`config.mk`:
```
export PLATFORM = sky130hd
export DESIGN_NAME = wbyp_top
export DESIGN_NICKNAME = d
export VERILOG_FILES = /design/src/rtl/wbyp_pkg.sv /design/src/rtl/wbyp_fifo.sv /design/src/rtl/wbyp_match.sv /design/src/rtl/wbyp_ctrl.sv /design/src/rtl/wbyp_top.sv
export SDC_FILE = /design/constraint.sdc
export NUM_CORES = 1
export LEC_CHECK = 0
export BUFFER_PORTS_ARGS = -buffer_cell sky130_fd_sc_hd__buf_4
export CORE_ASPECT_RATIO = 0.9
export CORE_UTILIZATION = 40
export CTS_CLUSTER_SIZE = 10
export DETAILED_ROUTE_END_ITERATION = 6
export RECOVER_POWER = 25
export SLEW_MARGIN = 10
export SYNTH_ARGS = -nofsm -noshare
export SYNTH_HDL_FRONTEND = slang
export SYNTH_SLANG_ARGS = --single-unit
```
`constraint.sdc`:
```
create_clock -name clk -period 8.1 [get_ports clk]
set_input_delay 1.215 -clock clk [delete_from_list [all_inputs] [get_ports clk]]
set_output_delay 1.215 -clock clk [all_outputs]
set_load 0.01 [all_outputs]
```
`src/rtl/wbyp_pkg.sv`:
```
package wbyp_pkg;
    typedef enum logic [1:0] {
        OP_LOAD   = 2'b00,
        OP_STORE  = 2'b01,
        OP_SYNC   = 2'b10,
        OP_REFILL = 2'b11
    } op_e;

    typedef enum logic [2:0] {
        ST_IDLE,
        ST_READ_WAIT,
        ST_READ_RET,
        ST_SYNC_WAIT,
        ST_SYNC_DONE
    } ctl_state_e;
endpackage

```
`src/rtl/wbyp_fifo.sv`:
```
module wbyp_fifo #(
    parameter int DEPTH = 4,
    parameter int AW    = 32,
    parameter int DW    = 32
) (
    input  logic                        clk,
    input  logic                        rst,
    input  logic                        push,
    input  logic [AW-1:0]               push_addr,
    input  logic [DW-1:0]               push_data,
    input  logic                        pop,
    output logic [AW-1:0]               head_addr,
    output logic [DW-1:0]               head_data,
    output logic [$clog2(DEPTH+1)-1:0]  occ,
    output logic                        full,
    output logic                        empty,
    output logic [DEPTH-1:0][AW-1:0]    ent_addr,
    output logic [DEPTH-1:0]            ent_live
);
    localparam int PTR_W = $clog2(DEPTH);
    localparam int CNT_W = $clog2(DEPTH+1);

    logic [DEPTH-1:0][AW-1:0] addr_q;
    logic [DEPTH-1:0][DW-1:0] data_q;
    logic [PTR_W-1:0]         wr_ptr;
    logic [PTR_W-1:0]         rd_ptr;

    always_ff @(posedge clk) begin
        if (push) begin
            addr_q[wr_ptr] <= push_addr;
            data_q[wr_ptr] <= push_data;
        end
    end

    always_ff @(posedge clk) begin
        if (rst) begin
            wr_ptr <= '0;
            rd_ptr <= '0;
            occ    <= '0;
        end else begin
            if (push) wr_ptr <= wr_ptr + 1'b1;
            if (pop)  rd_ptr <= rd_ptr + 1'b1;
            unique case ({push, pop})
                2'b10:   occ <= occ + 1'b1;
                2'b01:   occ <= occ - 1'b1;
                default: occ <= occ;
            endcase
        end
    end

    assign head_addr = addr_q[rd_ptr];
    assign head_data = data_q[rd_ptr];
    assign full      = (occ == CNT_W'(DEPTH));
    assign empty     = (occ == '0);
    assign ent_addr  = addr_q;

    for (genvar i = 0; i < DEPTH; i++) begin : g_live
        logic [PTR_W-1:0] rel;
        assign rel         = PTR_W'(i) - rd_ptr;
        assign ent_live[i] = (CNT_W'(rel) < occ);
    end
endmodule

```
`src/rtl/wbyp_match.sv`:
```
module wbyp_match #(
    parameter int DEPTH = 4,
    parameter int AW    = 32,
    parameter int OFF_W = 5
) (
    input  logic [DEPTH-1:0][AW-1:0] ent_addr,
    input  logic [DEPTH-1:0]         ent_live,
    input  logic [AW-1:0]            probe_addr,
    output logic                     hit
);
    localparam logic [AW-1:0] LINE_MASK = ~((AW'(1) << OFF_W) - AW'(1));

    logic [DEPTH-1:0] eq;

    for (genvar i = 0; i < DEPTH; i++) begin : g_cmp
        assign eq[i] = ent_live[i] && (((ent_addr[i] ^ probe_addr) & LINE_MASK) == '0);
    end

    assign hit = |eq;
endmodule

```
`src/rtl/wbyp_ctrl.sv`:
```
module wbyp_ctrl
    import wbyp_pkg::*;
(
    input  logic       clk,
    input  logic       rst,
    input  logic       cpu_valid,
    input  logic [1:0] cpu_op,
    input  logic       fifo_full,
    input  logic       fifo_empty,
    input  logic       rd_hit,
    input  logic       pend_refill,
    input  logic       bus_ready,
    output logic       cpu_ready,
    output logic       push,
    output logic       capture_rd,
    output logic       pop,
    output logic       rd_sel,
    output logic       bus_valid,
    output logic       rd_valid,
    output logic       sync_done
);
    ctl_state_e state_q, state_d;
    op_e        op;
    logic       accept;
    logic       wlock_q;

    assign op = op_e'(cpu_op);

    always_ff @(posedge clk) begin
        if (rst) begin
            state_q <= ST_IDLE;
            wlock_q <= 1'b0;
        end else begin
            state_q <= state_d;
            wlock_q <= !rd_sel && !fifo_empty && !bus_ready;
        end
    end

    always_comb begin
        state_d = state_q;
        unique case (state_q)
            ST_IDLE: begin
                if (accept) begin
                    unique case (op)
                        OP_LOAD, OP_REFILL: state_d = ST_READ_WAIT;
                        OP_SYNC:            state_d = ST_SYNC_WAIT;
                        OP_STORE:           state_d = ST_IDLE;
                    endcase
                end
            end
            ST_READ_WAIT: if (rd_sel && bus_ready) state_d = ST_READ_RET;
            ST_READ_RET:  state_d = ST_IDLE;
            ST_SYNC_WAIT: if (fifo_empty) state_d = ST_SYNC_DONE;
            ST_SYNC_DONE: state_d = ST_IDLE;
            default:      state_d = ST_IDLE;
        endcase
    end

    always_comb begin
        cpu_ready  = (state_q == ST_IDLE) && !(op == OP_STORE && fifo_full);
        accept     = cpu_valid && cpu_ready;
        push       = accept && (op == OP_STORE);
        capture_rd = accept && (op == OP_LOAD || op == OP_REFILL);
        rd_sel     = (state_q == ST_READ_WAIT) && !wlock_q &&
                     (pend_refill ? !rd_hit : fifo_empty);
        bus_valid  = rd_sel || !fifo_empty;
        pop        = !rd_sel && !fifo_empty && bus_ready;
        rd_valid   = (state_q == ST_READ_RET);
        sync_done  = (state_q == ST_SYNC_DONE);
    end
endmodule

```
`src/rtl/wbyp_top.sv`:
```
module wbyp_top
    import wbyp_pkg::*;
#(
    parameter int DEPTH      = 4,
    parameter int AW         = 32,
    parameter int DW         = 32,
    parameter int LINE_BYTES = 32
) (
    input  logic          clk,
    input  logic          rst,
    input  logic          cpu_valid,
    output logic          cpu_ready,
    input  logic [1:0]    cpu_op,
    input  logic [AW-1:0] cpu_addr,
    input  logic [DW-1:0] cpu_wdata,
    output logic          rd_valid,
    output logic [DW-1:0] rd_data,
    output logic          sync_done,
    output logic          bus_valid,
    input  logic          bus_ready,
    output logic          bus_we,
    output logic [AW-1:0] bus_addr,
    output logic [DW-1:0] bus_wdata,
    input  logic [DW-1:0] bus_rdata
);
    localparam int OFF_W = $clog2(LINE_BYTES);
    localparam int CNT_W = $clog2(DEPTH+1);

    logic                     push, pop, capture_rd, rd_sel;
    logic                     fifo_full, fifo_empty, rd_hit;
    logic [AW-1:0]            head_addr;
    logic [DW-1:0]            head_data;
    logic [CNT_W-1:0]         occ;
    logic [DEPTH-1:0][AW-1:0] ent_addr;
    logic [DEPTH-1:0]         ent_live;
    logic [AW-1:0]            pend_addr;
    logic                     pend_refill;
    logic [DW-1:0]            rd_data_q;

    wbyp_fifo #(.DEPTH(DEPTH), .AW(AW), .DW(DW)) fifo_i (
        .clk(clk), .rst(rst),
        .push(push), .push_addr(cpu_addr), .push_data(cpu_wdata),
        .pop(pop), .head_addr(head_addr), .head_data(head_data),
        .occ(occ), .full(fifo_full), .empty(fifo_empty),
        .ent_addr(ent_addr), .ent_live(ent_live)
    );

    wbyp_match #(.DEPTH(DEPTH), .AW(AW), .OFF_W(OFF_W)) match_i (
        .ent_addr(ent_addr), .ent_live(ent_live),
        .probe_addr(pend_addr), .hit(rd_hit)
    );

    wbyp_ctrl ctrl_i (
        .clk(clk), .rst(rst),
        .cpu_valid(cpu_valid), .cpu_op(cpu_op),
        .fifo_full(fifo_full), .fifo_empty(fifo_empty),
        .rd_hit(rd_hit), .pend_refill(pend_refill), .bus_ready(bus_ready),
        .cpu_ready(cpu_ready), .push(push), .capture_rd(capture_rd),
        .pop(pop), .rd_sel(rd_sel), .bus_valid(bus_valid),
        .rd_valid(rd_valid), .sync_done(sync_done)
    );

    always_ff @(posedge clk) begin
        if (rst) begin
            pend_addr   <= '0;
            pend_refill <= 1'b0;
            rd_data_q   <= '0;
        end else begin
            if (capture_rd) begin
                pend_addr   <= cpu_addr;
                pend_refill <= (op_e'(cpu_op) == OP_REFILL);
            end
            if (rd_sel && bus_ready) rd_data_q <= bus_rdata;
        end
    end

    assign bus_we    = !rd_sel;
    assign bus_addr  = rd_sel ? pend_addr : head_addr;
    assign bus_wdata = rd_sel ? '0 : head_data;
    assign rd_data   = rd_data_q;
endmodule

```
==> results of run 1 <==
-- cell usage in the layout (no fill, tap or decap), drive strengths merged, types with 2 or more instances in the layout --
cell type  count
or3b          32
buf          168
a31oi          3
a21oi         72
nor2          12
inv           15
nand2         69
nand4         11
o21ai         37
nand2b         3
xnor2         26
xor2          86
or3            2
clkbuf       114
o2111ai        3
nor3           6
ha            12
and3           6
edfxtp       256
mux2          34
nor2b         33
dfxtp         76
nor4          22
mux4          64
diode          2
nand3          2
clkinv         3
-- state kept, by name (all words and copies together), names as in the netlist --
| signal | cells |
|---|---|
| fifo_i.data_q | 128 |
| ctrl_i.state_q | 3 |
| rd_data | 32 |
| pend_addr | 32 |
| fifo_i.rd_ptr | 2 |
| fifo_i.wr_ptr | 2 |
| fifo_i.ent_addr | 128 |
| pend_refill | 1 |
| fifo_i.occ | 3 |
| ctrl_i.wlock_q | 1 |
-- power by group --
group	switching [mW]	total, mW	internal, mW
clock	0.673	1.62	0.943
combinational	0.713	1.40	0.683
sequential	0.117	2.04	1.93
-- final timing paths --
kind               startpoint            end  cells past startpoint
max          fifo_i.rd_ptr[1]   bus_addr[30]                     12
min               rd_data[15]    rd_data[15]                      2
min reg2reg       rd_data[15]    rd_data[15]                      2
max reg2reg  fifo_i.rd_ptr[1]  fifo_i.occ[2]                     14
-- critical path, cell delays in order, from the launching register on --
cell and delay, ns:
sky130_fd_sc_hd__dfxtp_4 0.49, sky130_fd_sc_hd__buf_4 0.71, sky130_fd_sc_hd__xnor2_1 0.21, sky130_fd_sc_hd__ha_1 0.33
sky130_fd_sc_hd__a21oi_1 0.12, sky130_fd_sc_hd__o2111ai_1 0.11, sky130_fd_sc_hd__o21a_1 0.26, sky130_fd_sc_hd__a31oi_4 0.17
sky130_fd_sc_hd__buf_4 0.48, sky130_fd_sc_hd__nor2_4 0.04, sky130_fd_sc_hd__buf_4 0.28, sky130_fd_sc_hd__mux2_4 0.36
sky130_fd_sc_hd__buf_4 0.14
-- per-stage QoR --
| step | area [µm²] | utilization (%) | instances | setup WS [ns] |
|---|---|---|---|---|
| finish | 17290 | 48.99 | 1651 | 2.608 |
| global route | 17290 | 48.98 | 1650 | 2.287 |
| CTS | 17460 | 49.46 | 1649 | 2.517 |
| detailed placement | 16300 | 46.17 | 1577 | 3.110 |
| global placement | 16300 | 46.17 | 1577 | 3.108 |
| floorplan | 14470 | - | 973 | 3.857 |
-- per-layer routing --
metal / vias to the layer above / part of all wire, % / track usage, %
met5: - / 0.047 / 0
met4: 2 / 2.2 / 6.045
met3: 55 / 6.9 / 4.679
met2: 249 / 47 / 30.93
met1: 4353 / 44 / 27.04
li1: 3991 / - / -
-- kinds of logic after synthesis --
| logic type | count (synthesis) |
|---|---|
| multiplexers | 99 |
| AO/OA/AOI/OAI | 123 |
| flip-flops | 332 |
| buffers and inverters | 93 |
| AND/OR/NAND/NOR | 201 |
| adder cells (fa/ha/maj) | 13 |
| XOR/XNOR | 112 |
-- cell type report --
type | count | area (µm²)
Antenna cell | 2 | 5.005
Clock buffer | 68 | 1126
Clock inverter | 4 | 35.03
Fill cell | 3147 | 18010
Inverter | 14 | 52.55
Multi-Input combinational cell | 548 | 4835
Sequential cell | 332 | 9216
Tap cell | 469 | 586.8
Timing Repair Buffer | 214 | 1434
==> results.sh, run 1 <==
export IMPL_setup_viol_count_final=0
export IMPL_cts_sinks=332
export IMPL_gr_total_overflow=0
export IMPL_synth_sequential_area_ratio_pct=63.66
export IMPL_portBuffers=202
export IMPL_power_per_cell_area_nw_per_um2=292.4
export IMPL_drv_cap=0
export IMPL_largest_family_of_logic_cells_by_synthesized_area="multiplexers"
export IMPL_asyncSetResetFlopFracSynth_pct=0
export IMPL_detail_route_drc_violations=0
export IMPL_postCtsHoldBufs=0
export IMPL_syn_to_final_growth_pct=19.52
export IMPL_r2r_setup_slack_ns=4.31
export IMPL_relSlewSlack_pct=34.69
export IMPL_synth_mux_area_share_pct=12.84
export IMPL_drt_pass1_iter_count=4
export IMPL_fp_row_count=65
export IMPL_synthCells=973
export IMPL_routed_wire_length_per_instance_um=21.94
export IMPL_fin_crit_sh_pct=67.80
export IMPL_syn_area_um2=14470
export IMPL_via_count_of_the_first_global_routing_pass=8783
export IMPL_synth_most_common_cell="sky130_fd_sc_hd__edfxtp_1"
export IMPL_floorplan_initialDensity_pct=40.99
export IMPL_layout_nets=1265
export IMPL_final_layout_size_suffix_gt1_share_pct=29.92
export IMPL_synth_ff_latch_count=332
export IMPL_synth_adder_area_share_pct=1.176
export IMPL_critPathCaptureType="primary output"
export IMPL_detail_route_wirelength_um=36230
export IMPL_worst_setup_path_type="register to primary output"
export IMPL_yosys_top_cells_area="sky130_fd_sc_hd__edfxtp_1 (53%), sky130_fd_sc_hd__dfxtp_1 (11%), sky130_fd_sc_hd__mux4_2 (10%)"
export IMPL_edff_count_synth=256
export IMPL_grt_max_degree=79
export IMPL_final_hold_worst_slack_ns=0.4748
export IMPL_die_area_um2=36930
export IMPL_synth_compound_gate_area_share_pct=4.645
export IMPL_synth_top_cell_area_share_pct=53.14
export IMPL_overall_die_height_um=182.4
export IMPL_via_density=5.239
export IMPL_path_clk_slew_ns=0.05
export IMPL_rsz_0062_raised_after_global_routing="false"
export IMPL_post_synth_num_cell_types=45
export IMPL_ys_warnings_count=0
export IMPL_run_status="completed"
export IMPL_synthFlopType="sky130_fd_sc_hd__edfxtp_1"
export IMPL_grt_total_usage_pct=19.68
export IMPL_synthSimpleGateAreaFrac_pct=7.810
export IMPL_timing_max_transition_violations_final=0
export IMPL_cts_root_to_sink_buffers=3
export IMPL_num_io_pins=203
export IMPL_core_area_um2=35300
export IMPL_synth_xor_xnor_area_share_pct=6.781
export IMPL_hold_viol_final=0
export IMPL_resized_after_cts=0
export IMPL_cp_data_arrival_time_ns=4.28
export IMPL_first_iter_violations=536
export IMPL_antenna_found_initial=4
export IMPL_postSynthNetCount=1088
export IMPL_synth_cells_most_frequent="sky130_fd_sc_hd__edfxtp_1 (256), sky130_fd_sc_hd__xor2_1 (86), sky130_fd_sc_hd__dfxtp_1 (76)"
export IMPL_floorplan_die_width_um=202.5
export IMPL_worst_endpoint_required_ns=6.88
export IMPL_min_period_ns=5.492
export IMPL_fin_setup_tns_ns=0
export IMPL_tritoncts="yes"
export IMPL_route_antenna_remaining_nets=0
export IMPL_total_leakage_power_nw=6.004
export IMPL_fmaxAchievable_ghz=0.1821
export IMPL_worstSetupStartpointType="register"
export IMPL_vdd_ir_drop_max_mv=0.1735
export IMPL_design_power_total_mw=5.056
export IMPL_skew_ns=0.02203
export IMPL_setup_repair_bufs_after_cts=0
export IMPL_hp_class="register to register"
export IMPL_clk_insertion_delay_late_ns=0.54
export IMPL_worstMarginPinSlew_ns=0.9797
export IMPL_dr_total_vias=8650
export IMPL_clock_root_buffer_master="sky130_fd_sc_hd__clkbuf_16"
export IMPL_wire_length_of_the_first_global_routing_pass_um=54220
export IMPL_cts_htree_levels=2
export IMPL_synth_top_cell_by_area="sky130_fd_sc_hd__edfxtp_1"
export IMPL_critical_path_max_fanout=68
export IMPL_tritoncts_num_buffers=40
export IMPL_avgSynthCellArea_um2=14.87
export IMPL_finalWeightedCongestion=0.8355
export IMPL_dp_final_hpwl_um=22800
Note: power is estimated with default switching activity, not from simulation.
==> run 2, diff against run 1 <==
==> constraint.sdc (replaced) <==
create_clock -name clk -period 5.25 [get_ports clk]
set_input_delay 0.7875 -clock clk [delete_from_list [all_inputs] [get_ports clk]]
set_output_delay 0.7875 -clock clk [all_outputs]
set_load 0.01 [all_outputs]
==> run 2 against run 1 <==
Global-route usage increased by 0.10 points. Sequential share of layout area is 0.14 points lower. Worst setup slack worse by 1.8 ns. Critical endpoint is now bus_addr[1].
==> results.sh, run 2 (same netlist as run 1, synthesis figures left out) <==
export IMPL_dr_total_vias=8641
export IMPL_layout_nets=1268
export IMPL_total_leakage_power_nw=6.030
export IMPL_seq_cell_area_um2=9216
export IMPL_drt_pass1_iter_count=5
export IMPL_tritoncts_num_buffers=40
export IMPL_first_iter_violations=616
export IMPL_ff2ff_path_depth=12
export IMPL_setup_viol_count_final=0
export IMPL_hp_class="input pin to register"
export IMPL_drv_cap=0
export IMPL_die_area_um2=36930
export IMPL_cts_htree_levels=2
export IMPL_routed_wire_length_per_instance_um=22.05
export IMPL_setup_repair_bufs_after_cts=0
export IMPL_skew_ns=0.01578
export IMPL_cts_sinks=332
export IMPL_cell_internal_pwr_mw=5.502
export IMPL_final_layout_size_suffix_gt1_share_pct=30.20
export IMPL_grt_max_degree=79
export IMPL_logic_gate_share_of_total_power_pct=28.1
export IMPL_rsz_0062_raised_after_global_routing="false"
export IMPL_fin_setup_tns_ns=0
export IMPL_overall_die_height_um=182.4
export IMPL_critPathCaptureType="primary output"
export IMPL_netSwitchingPower_mw=2.325
export IMPL_antenna_found_initial=2
export IMPL_gr_total_overflow=0
export IMPL_via_count_of_the_first_global_routing_pass=8826
export IMPL_timing_max_transition_violations_final=0
export IMPL_r2r_setup_slack_ns=1.81
export IMPL_worst_endpoint_required_ns=4.46
export IMPL_holdCritStartpoint="cpu_addr[22]"
export IMPL_grt_total_usage_pct=19.78
export IMPL_whs_endpoint="fifo_i.ent_addr[86]"
export IMPL_portBuffers=202
export IMPL_multiInputGateArea_um2=4835
export IMPL_num_io_pins=203
export IMPL_netSwitchingFraction_pct=29.70
export IMPL_postCtsHoldBufs=0
export IMPL_post_route_util_pct=49.11
export IMPL_path_clk_slew_ns=0.06
export IMPL_cp_data_arrival_time_ns=3.70
export IMPL_worstSetupStartpointType="register"
export IMPL_detail_route_drc_violations=0
export IMPL_dp_final_hpwl_um=23140
export IMPL_power_per_cell_area_nw_per_um2=451.5
export IMPL_worst_r2r_startpoint="pend_addr[29]"
export IMPL_layout_common_cells="sky130_fd_sc_hd__edfxtp_1 (256), sky130_fd_sc_hd__buf_4 (171), sky130_fd_sc_hd__xor2_1 (86)"
export IMPL_worst_setup_path_type="register to primary output"
export IMPL_hold_viol_final=0
export IMPL_min_period_ns=4.488
export IMPL_fin_crit_sh_pct=85.49
export IMPL_finalWeightedCongestion=0.8150
export IMPL_tritoncts="yes"
export IMPL_critical_path_max_fanout=51
export IMPL_via_density=5.231
export IMPL_share_clk_of_total_power_pct=31.9
export IMPL_p_seq_share_pct=40.0
export IMPL_whs_path_depth=1
export IMPL_core_area_um2=35300
export IMPL_r2r_end="fifo_i.occ[2]"
export IMPL_worstMarginPinSlew_ns=1.061
export IMPL_vdd_ir_drop_max_mv=0.3977
export IMPL_clock_root_buffer_master="sky130_fd_sc_hd__clkbuf_16"
export IMPL_route_antenna_remaining_nets=0
export IMPL_syn_to_final_growth_pct=19.83
export IMPL_fmaxAchievable_ghz=0.2228
export IMPL_fp_row_count=65
export IMPL_nFillCells=3121
export IMPL_cts_root_to_sink_buffers=3
export IMPL_relSlewSlack_pct=29.29
export IMPL_detail_route_wirelength_um=36430
export IMPL_resized_after_cts=0
export IMPL_wire_length_of_the_first_global_routing_pass_um=54450
export IMPL_run_status="completed"
export IMPL_layout_commonest_cell="sky130_fd_sc_hd__edfxtp_1"
export IMPL_floorplan_initialDensity_pct=40.99
export IMPL_floorplan_die_width_um=202.5
export IMPL_clk_insertion_delay_late_ns=0.53
==> run 2: cell count changes in the layout (fill, tap and decap cells not counted) <==
cell | previous run | this run
sky130_fd_sc_hd__clkbuf_1 | 72 | 70
sky130_fd_sc_hd__clkbuf_8 | 2 | 3
sky130_fd_sc_hd__inv_6 | 1 | 2
sky130_fd_sc_hd__diode_2 | 2 | 1
sky130_fd_sc_hd__buf_4 | 168 | 171
sky130_fd_sc_hd__clkinv_2 | 2 | 0
sky130_fd_sc_hd__buf_12 | 0 | 1
==> run 2: power groups by stage <==
| stage | Clock [mW] | Combinational [mW] | Sequential (mW) |
|---|---|---|---|
| final | 2.50 | 2.20 | 3.13 |
| after detailed placement | 0 | 2.23 | 3.18 |
| after CTS | 2.57 | 2.24 | 3.13 |
| after global routing | 2.67 | 2.38 | 3.15 |
| after floorplan | 0 | 1.43 | 3.09 |
| after global placement | 0 | 2.22 | 3.18 |
==> run 2: worst max-delay path by stage <==
stage                             to  cells after the start             start  slack (ns)
CTS                      bus_addr[4]                     11  fifo_i.rd_ptr[1]        0.73
global placement         bus_addr[4]                     10  fifo_i.rd_ptr[0]        1.35
global route             bus_addr[1]                     10  fifo_i.rd_ptr[0]        0.58
finish                   bus_addr[1]                     11  fifo_i.rd_ptr[1]        0.76
detailed placement       bus_addr[4]                     11  fifo_i.rd_ptr[1]        1.31
floorplan           fifo_i.data_q[0]                      6         cpu_op[1]        1.43
==> run 2: final cells by class <==
| cell class | instances | area share (%) |
|---|---|---|
| clock buffer | 68 | 6.554 |
| inverter | 14 | 0.3031 |
| antenna | 1 | 0.01444 |
| tap | 469 | 3.385 |
| sequential | 332 | 53.16 |
| clock inverter | 3 | 0.1949 |
| timing repair buffer | 217 | 8.495 |
| multi-input combinational | 548 | 27.89 |
==> run 2: critical path: stages (launching register included) <==
cell and delay (ns):
sky130_fd_sc_hd__dfxtp_4 0.56, sky130_fd_sc_hd__inv_1 0.13, sky130_fd_sc_hd__ha_1 0.32, sky130_fd_sc_hd__a21boi_0 0.17
sky130_fd_sc_hd__o21ai_0 0.10, sky130_fd_sc_hd__nand4_1 0.11, sky130_fd_sc_hd__o22a_1 0.22, sky130_fd_sc_hd__a31oi_4 0.12
sky130_fd_sc_hd__nor2_4 0.53, sky130_fd_sc_hd__buf_12 0.35, sky130_fd_sc_hd__mux2_2 0.37, sky130_fd_sc_hd__buf_4 0.14
==> run 2: per-stage QoR <==
stage | hold WS, ns | total power, mW | cell area (µm²) | worst slack, ns | instances
after detailed placement | 0.4662 | 5.411 | 16330 | 1.305 | 1580
after floorplan | 0.4329 | 4.525 | 14470 | 1.435 | 973
final | 0.4716 | 7.827 | 17340 | 0.7619 | 1652
after CTS | 0.4217 | 7.942 | 17500 | 0.7298 | 1651
after global placement | 0.4613 | 5.403 | 16330 | 1.348 | 1580
after global routing | 0.4609 | 8.201 | 17330 | 0.5848 | 1651
==> run 2: routing by layer <==
metal,GRT usage [%],vias to the layer above,wire [µm]
met5,0,-,14
met4,4.962,2,589
met3,4.304,52,2299
met2,32.01,222,17610
met1,27.08,4380,15910
li1,-,3985,-
